--- src/rtl/lfsr_mod_pkg.sv ---
package lfsr_mod_pkg;

  localparam int unsigned MAXW = 16;
  typedef logic [MAXW-1:0] lvec_t;

  function automatic lvec_t width_mask(int unsigned w);
    return lvec_t'((32'd1 << w) - 32'd1);
  endfunction

  // one plain step of the chain, no inversion
  function automatic lvec_t lfsr_next(lvec_t s, lvec_t taps, int unsigned w);
    logic fb;
    fb = ^(s & taps);
    return ((s << 1) | lvec_t'(fb)) & width_mask(w);
  endfunction

  function automatic lvec_t lfsr_advance(lvec_t s, lvec_t taps, int unsigned w,
                                         int unsigned n);
    lvec_t v;
    v = s;
    for (int unsigned i = 0; i < n; i++) v = lfsr_next(v, taps, w);
    return v;
  endfunction

  // Start state T of an m-state loop: inverting the new bit after m-1 plain
  // steps must land on T again, i.e. A^m T xor T == 1 over GF(2).
  function automatic lvec_t loop_entry(lvec_t taps, int unsigned w, int unsigned m);
    logic [MAXW-1:0][MAXW-1:0] cols;
    lvec_t acc;
    lvec_t tv;
    lvec_t res;
    logic  found;
    cols  = '0;
    res   = lvec_t'(1);
    found = 1'b0;
    for (int unsigned k = 0; k < w; k++)
      cols[4'(k)] = lfsr_advance(lvec_t'(1) << k, taps, w, m);
    for (int unsigned t = 1; t < (32'd1 << w); t++) begin
      tv  = lvec_t'(t);
      acc = '0;
      for (int unsigned k = 0; k < w; k++)
        if (((tv >> k) & lvec_t'(1)) != '0) acc = acc ^ cols[4'(k)];
      if (!found && ((acc ^ tv) == lvec_t'(1))) begin
        res   = tv;
        found = 1'b1;
      end
    end
    return res;
  endfunction

endpackage

--- src/rtl/lfsr_shift_core.sv ---
module lfsr_shift_core #(
  parameter int unsigned  W    = 10,
  parameter logic [W-1:0] TAPS = '1,
  parameter logic [W-1:0] SEED = 1
) (
  input  logic         clk,
  input  logic         rst,
  input  logic         en,
  input  logic         flip,
  output logic [W-1:0] state_q,
  output logic [W-1:0] state_d
);

  logic fb;

  always_comb begin
    fb      = (^(state_q & TAPS)) ^ flip;
    state_d = en ? {state_q[W-2:0], fb} : state_q;
  end

  always_ff @(posedge clk) begin
    if (rst) state_q <= SEED;
    else     state_q <= state_d;
  end

endmodule

--- src/rtl/lfsr_state_decode.sv ---
module lfsr_state_decode #(
  parameter int unsigned  W       = 10,
  parameter logic [W-1:0] PAT     = 1,
  parameter bit           RST_HIT = 1'b0
) (
  input  logic         clk,
  input  logic         rst,
  input  logic [W-1:0] nxt,
  output logic         hit_q
);

  // compares the state about to be loaded, so the flag lines up with it
  always_ff @(posedge clk) begin
    if (rst) hit_q <= RST_HIT;
    else     hit_q <= (nxt == PAT);
  end

endmodule

--- src/rtl/lfsr_modulus_counter.sv ---
module lfsr_modulus_counter
  import lfsr_mod_pkg::*;
#(
  parameter int unsigned  W        = 10,
  parameter logic [W-1:0] TAPS     = 10'h240,
  parameter int unsigned  PERIOD   = 381,
  parameter int unsigned  NUM_EVT  = 4,
  parameter int unsigned  EVENT_AT [NUM_EVT] = '{288, 308, 353, 0}
) (
  input  logic               clk,
  input  logic               rst,
  input  logic               en,
  output logic [W-1:0]       state_o,
  output logic [NUM_EVT-1:0] match_o,
  output logic               term_o
);

  localparam lvec_t        TAPS_X  = lvec_t'(TAPS);
  localparam lvec_t        ENTRY_X = loop_entry(TAPS_X, W, PERIOD);
  localparam lvec_t        LAST_X  = lfsr_advance(ENTRY_X, TAPS_X, W, PERIOD - 1);
  localparam logic [W-1:0] ENTRY   = ENTRY_X[W-1:0];
  localparam logic [W-1:0] LAST    = LAST_X[W-1:0];

  logic [W-1:0] cur_q;
  logic [W-1:0] nxt;
  logic         last_hit;

  lfsr_shift_core #(
    .W(W), .TAPS(TAPS), .SEED(ENTRY)
  ) u_core (
    .clk(clk), .rst(rst), .en(en), .flip(last_hit),
    .state_q(cur_q), .state_d(nxt)
  );

  // registered terminal decode doubles as the inversion request
  lfsr_state_decode #(
    .W(W), .PAT(LAST), .RST_HIT(PERIOD == 1)
  ) u_last (
    .clk(clk), .rst(rst), .nxt(nxt), .hit_q(last_hit)
  );

  for (genvar g = 0; g < NUM_EVT; g++) begin : g_evt
    localparam lvec_t PAT_X = lfsr_advance(ENTRY_X, TAPS_X, W, EVENT_AT[g] % PERIOD);
    lfsr_state_decode #(
      .W(W), .PAT(PAT_X[W-1:0]), .RST_HIT((EVENT_AT[g] % PERIOD) == 0)
    ) u_dec (
      .clk(clk), .rst(rst), .nxt(nxt), .hit_q(match_o[g])
    );
  end

  assign state_o = cur_q;
  assign term_o  = last_hit;

endmodule

--- config.mk ---
export PLATFORM = sky130hd
export DESIGN_NAME = lfsr_modulus_counter
export DESIGN_NICKNAME = d
export VERILOG_FILES = /design/src/rtl/lfsr_mod_pkg.sv /design/src/rtl/lfsr_shift_core.sv /design/src/rtl/lfsr_state_decode.sv /design/src/rtl/lfsr_modulus_counter.sv
export SDC_FILE = /design/constraint.sdc
export NUM_CORES = 1
export LEC_CHECK = 0
export BUFFER_PORTS_ARGS = -buffer_cell sky130_fd_sc_hd__buf_2
export CAP_MARGIN = 15
export CELL_PAD_IN_SITES_DETAIL_PLACEMENT = 0
export CELL_PAD_IN_SITES_GLOBAL_PLACEMENT = 1
export CORE_ASPECT_RATIO = 1.4
export CORE_MARGIN = 5
export CORE_UTILIZATION = 41
export CTS_BUF_LIST = sky130_fd_sc_hd__clkbuf_4 sky130_fd_sc_hd__clkbuf_8 sky130_fd_sc_hd__clkbuf_16
export CTS_CLUSTER_SIZE = 10
export DETAILED_ROUTE_END_ITERATION = 7
export PLACE_DENSITY_LB_ADDON = 0.25
export SYNTH_ARGS = -nofsm -noshare
export SYNTH_HDL_FRONTEND = slang
export SYNTH_SLANG_ARGS = --single-unit
--- constraint.sdc ---
create_clock -name clk -period 2.5 [get_ports clk]
set_input_delay 0.625 -clock clk [delete_from_list [all_inputs] [get_ports clk]]
set_output_delay 0.625 -clock clk [all_outputs]
set_load 0.05 [all_outputs]
==> qor.csv <==
stage;metric;value;unit
synthesis;synthMuxAreaShare;11.3;%
worst_setup_path;endpoint;g_evt[2].u_dec.hit_q;
sta;slew_viol_final;0;
die;dieArea;2800;sq um
cts;clockBufferDepth;2;
sta;max_clock_freq;572;MHz
power;p_per_area;622;nW/um^2
sta;hold_viol_final;0;
cts;cts_max_level;1;
worst_setup_path;cp.required;2.71;ns
route;firstDrtPassIters;4;
worst_setup_path;r2r_cells;3;
worst_setup_path;regToRegSetupSlack;1.03;ns
worst_setup_path;cp_max_fo;24;
sta;relSlewSlack;68.8;%
synthesis;synth-simple-area-share;20.8;%
synthesis;synth_compound_gate_area_share;14.8;%
worst_setup_path;cp-start-kind;input pin;
die;rows;18;
route;drtIter0Drc;23;
global_route;antenna_found_initial;0;
die;start_util;42.7;%
sta;period_share;69.9;%
cts;root_buffer;clkbuf_4;
cts;cts_made_buffers;3;
placed_design;place.port_buffers;17;
status;status;finished, final reports clean;
worst_setup_path;r2r_start;u_core.state_q[6];
synthesis;synth_seq_cells;15;
layout;final_common_cell;buf_2;
sta;fin_worst_skew;0.00118;ns
cts;clk_pin_slew_worst_paths;0.09;ns
placed_design;place_congestion;0.779;
synthesis;synth-adder-area-share;0;%
synthesis;yosys_warnings;0;
worst_setup_path;arrival;1.96;ns
job;drv_cap;0;
synthesis;syn_inst;72;
worst_setup_path;crit_family;simple AND/OR/NAND/NOR gates;
global_route;grt_pass1_vias;561;
sta;worstMarginPinSlew;0.468;ns
worst_setup_path;cp-startpoint;en;
cts;post_cts_buffers;0;
worst_setup_path;path_cells;buf_2, mux2_4, or3_1, nor4_2;
sta;hold_ws;0.569;ns
layout;seq_area;300;sq um
die;die-width;46.2;um
route;final_antenna_net_count;0;
layout;num-fill-cells;185;
worst_setup_path;r2r-end;g_evt[3].u_dec.hit_q;
cts;cts_tree;built;
worst_setup_path;critical_path_class;in2reg;
die;num_io_pins;18;
global_route;track_usage;13.5;%
layout;post_route_cells_drive_above_1_share;31.4;%
route;wl_per_cell;15.5;um
sta;layout_min_cycle_time;1.75;ns
worst_setup_path;crit_slowest_cell;buf_2;
hold_path;min_path_type;reg2reg;
die;core;1760;sq um
global_route;grt_pass1_wl;2.62;mm
worst_setup_path;path_depth;4;
cts;cts_resized;0;
layout;area_growth;11.2;%
route;wirelength;1.64;mm
synthesis;synth_top_family_by_area;simple AND/OR/NAND/NOR gates;
global_route;grt_overflow;0;
placed_design;place_hpwl;1.14;mm
global_route;grt_max_degree;25;
layout;multiInputGateArea;375;sq um
synthesis;synth.net_count;75;
layout;diodes;0;
worst_setup_path;end_kind;flip-flop;
power;power.leakage;0.397;nW
die;die_h;60.6;um
cts;cts_hold_buf;0;
worst_setup_path;crit_buf_inv;1;
sta;timing.final.setup_violations;0;
synthesis;synth_xor_area_share;3.00;%
worst_setup_path;max_stage_delay;0.39;ns
synthesis;postSynthAreaPerCell;10.4;sq um
route;viasPerCell;5.66;
synthesis;post_synth_instance_area;751;sq um
synthesis;synth_cell_types;33;
layout;mostFrequentLayoutCells;buf_2 (17), dfxtp_1 (15), mux2i_1 (7);
cts;clk_latency;0.30;ns
synthesis;ys_seq_area_share;40.0;%
sta;tns;0;ns
power;peakVddDrop;0.000350;V
layout;final_net_count;90;
cts;cts_sinks;15;
route;drcViolationCount;0;
sta;rsz0062_at_grt;false;
route;vias;600;
## power by group
part	total [W]	internal [W]	switching [W]
Clock	0.000159	0.0000731	0.0000858
Combinational	0.0000971	0.0000307	0.0000664
Sequential	0.000263	0.000249	0.0000141
Total	0.000519	0.000353	0.000166
## worst min-delay path, delay by kind of cell (launching register included)
kind,cells,cell delay [ns]
buffers and inverters,1,0.09
flip-flops,1,0.37
AO/OA/AOI/OAI,1,0.07
## flip-flops by register name, indices dropped and copies added, names as in the netlist
signal,flops
u_last.hit_q,1
g_evt.u_dec.hit_q,4
u_core.state_q,10
## layer usage
layer	share of wire, %	GRT usage [%]
met1	44	17.4
met2	45	18.9
met3	7.1	2.67
met4	3.7	11.0
met5	0	0
## area by class of cell
cell class | instances | share of cell area, %
timing repair buffer | 17 | 10.2
clock buffer | 4 | 3.60
tap | 20 | 3.00
inverter | 5 | 2.25
multi-input combinational | 45 | 45.0
sequential | 15 | 36.0
## stage by stage
step	instance area, sq um	setup slack, ns	total power (W)	cells	utilization (%)
floorplan	751	0.835	0.000347	72	-
global placement	805	0.523	0.000366	102	45.8
detailed placement	805	0.460	0.000365	102	45.8
CTS	835	0.771	0.000525	106	47.5
global route	835	0.683	0.000544	106	47.5
finish	835	0.752	0.000519	106	47.5
## worst min-delay path by stage
stage                            from                 to  slack (ns)  cells past startpoint
floorplan           u_core.state_q[8]  u_core.state_q[8]        0.74                      2
global placement    u_core.state_q[8]  u_core.state_q[8]        0.55                      2
detailed placement  u_core.state_q[8]  u_core.state_q[8]        0.55                      2
CTS                 u_core.state_q[8]  u_core.state_q[8]        0.56                      2
global route        u_core.state_q[8]  u_core.state_q[8]        0.61                      2
finish              u_core.state_q[8]  u_core.state_q[8]        0.57                      2
## Yosys cell counts
master      n  area [sq um]
and4bb_1    1          12.5
o21ai_1     1          5.00
mux2_4      1          15.0
inv_1       5          18.8
and2b_4     1          10.0
a21oi_1     2          10.0
buf_6       2          22.5
and4b_1     1          10.0
nor3b_1     1          7.51
o32a_1      1          10.0
a41oi_2     1          16.3
nor3_1      1          5.00
a31oi_1     2          12.5
nor2b_1     1          6.26
and3b_1     1          8.76
nand2_1     2          7.51
nor4_2      1          12.5
xnor3_1     1          22.5
and4bb_2    1          12.5
mux2i_1     7          70.1
and2_1      1          6.26
or3b_1      1          8.76
buf_4       4          30.0
nor4_1      2          12.5
a211o_1     2          17.5
o2111ai_1   1          8.76
o41ai_2     1          16.3
nand3b_1    1          7.51
o211ai_1    2          15.0
nor2_1      6          22.5
or3_1       1          6.26
clkbuf_1    1          3.75
dfxtp_1    15           300
## cells by family after synthesis
logic type	count (synthesis)
XOR/XNOR	1
buffers and inverters	12
multiplexers	8
flip-flops	15
AO/OA/AOI/OAI	13
AND/OR/NAND/NOR	23
(Power assumes the default switching activity.)
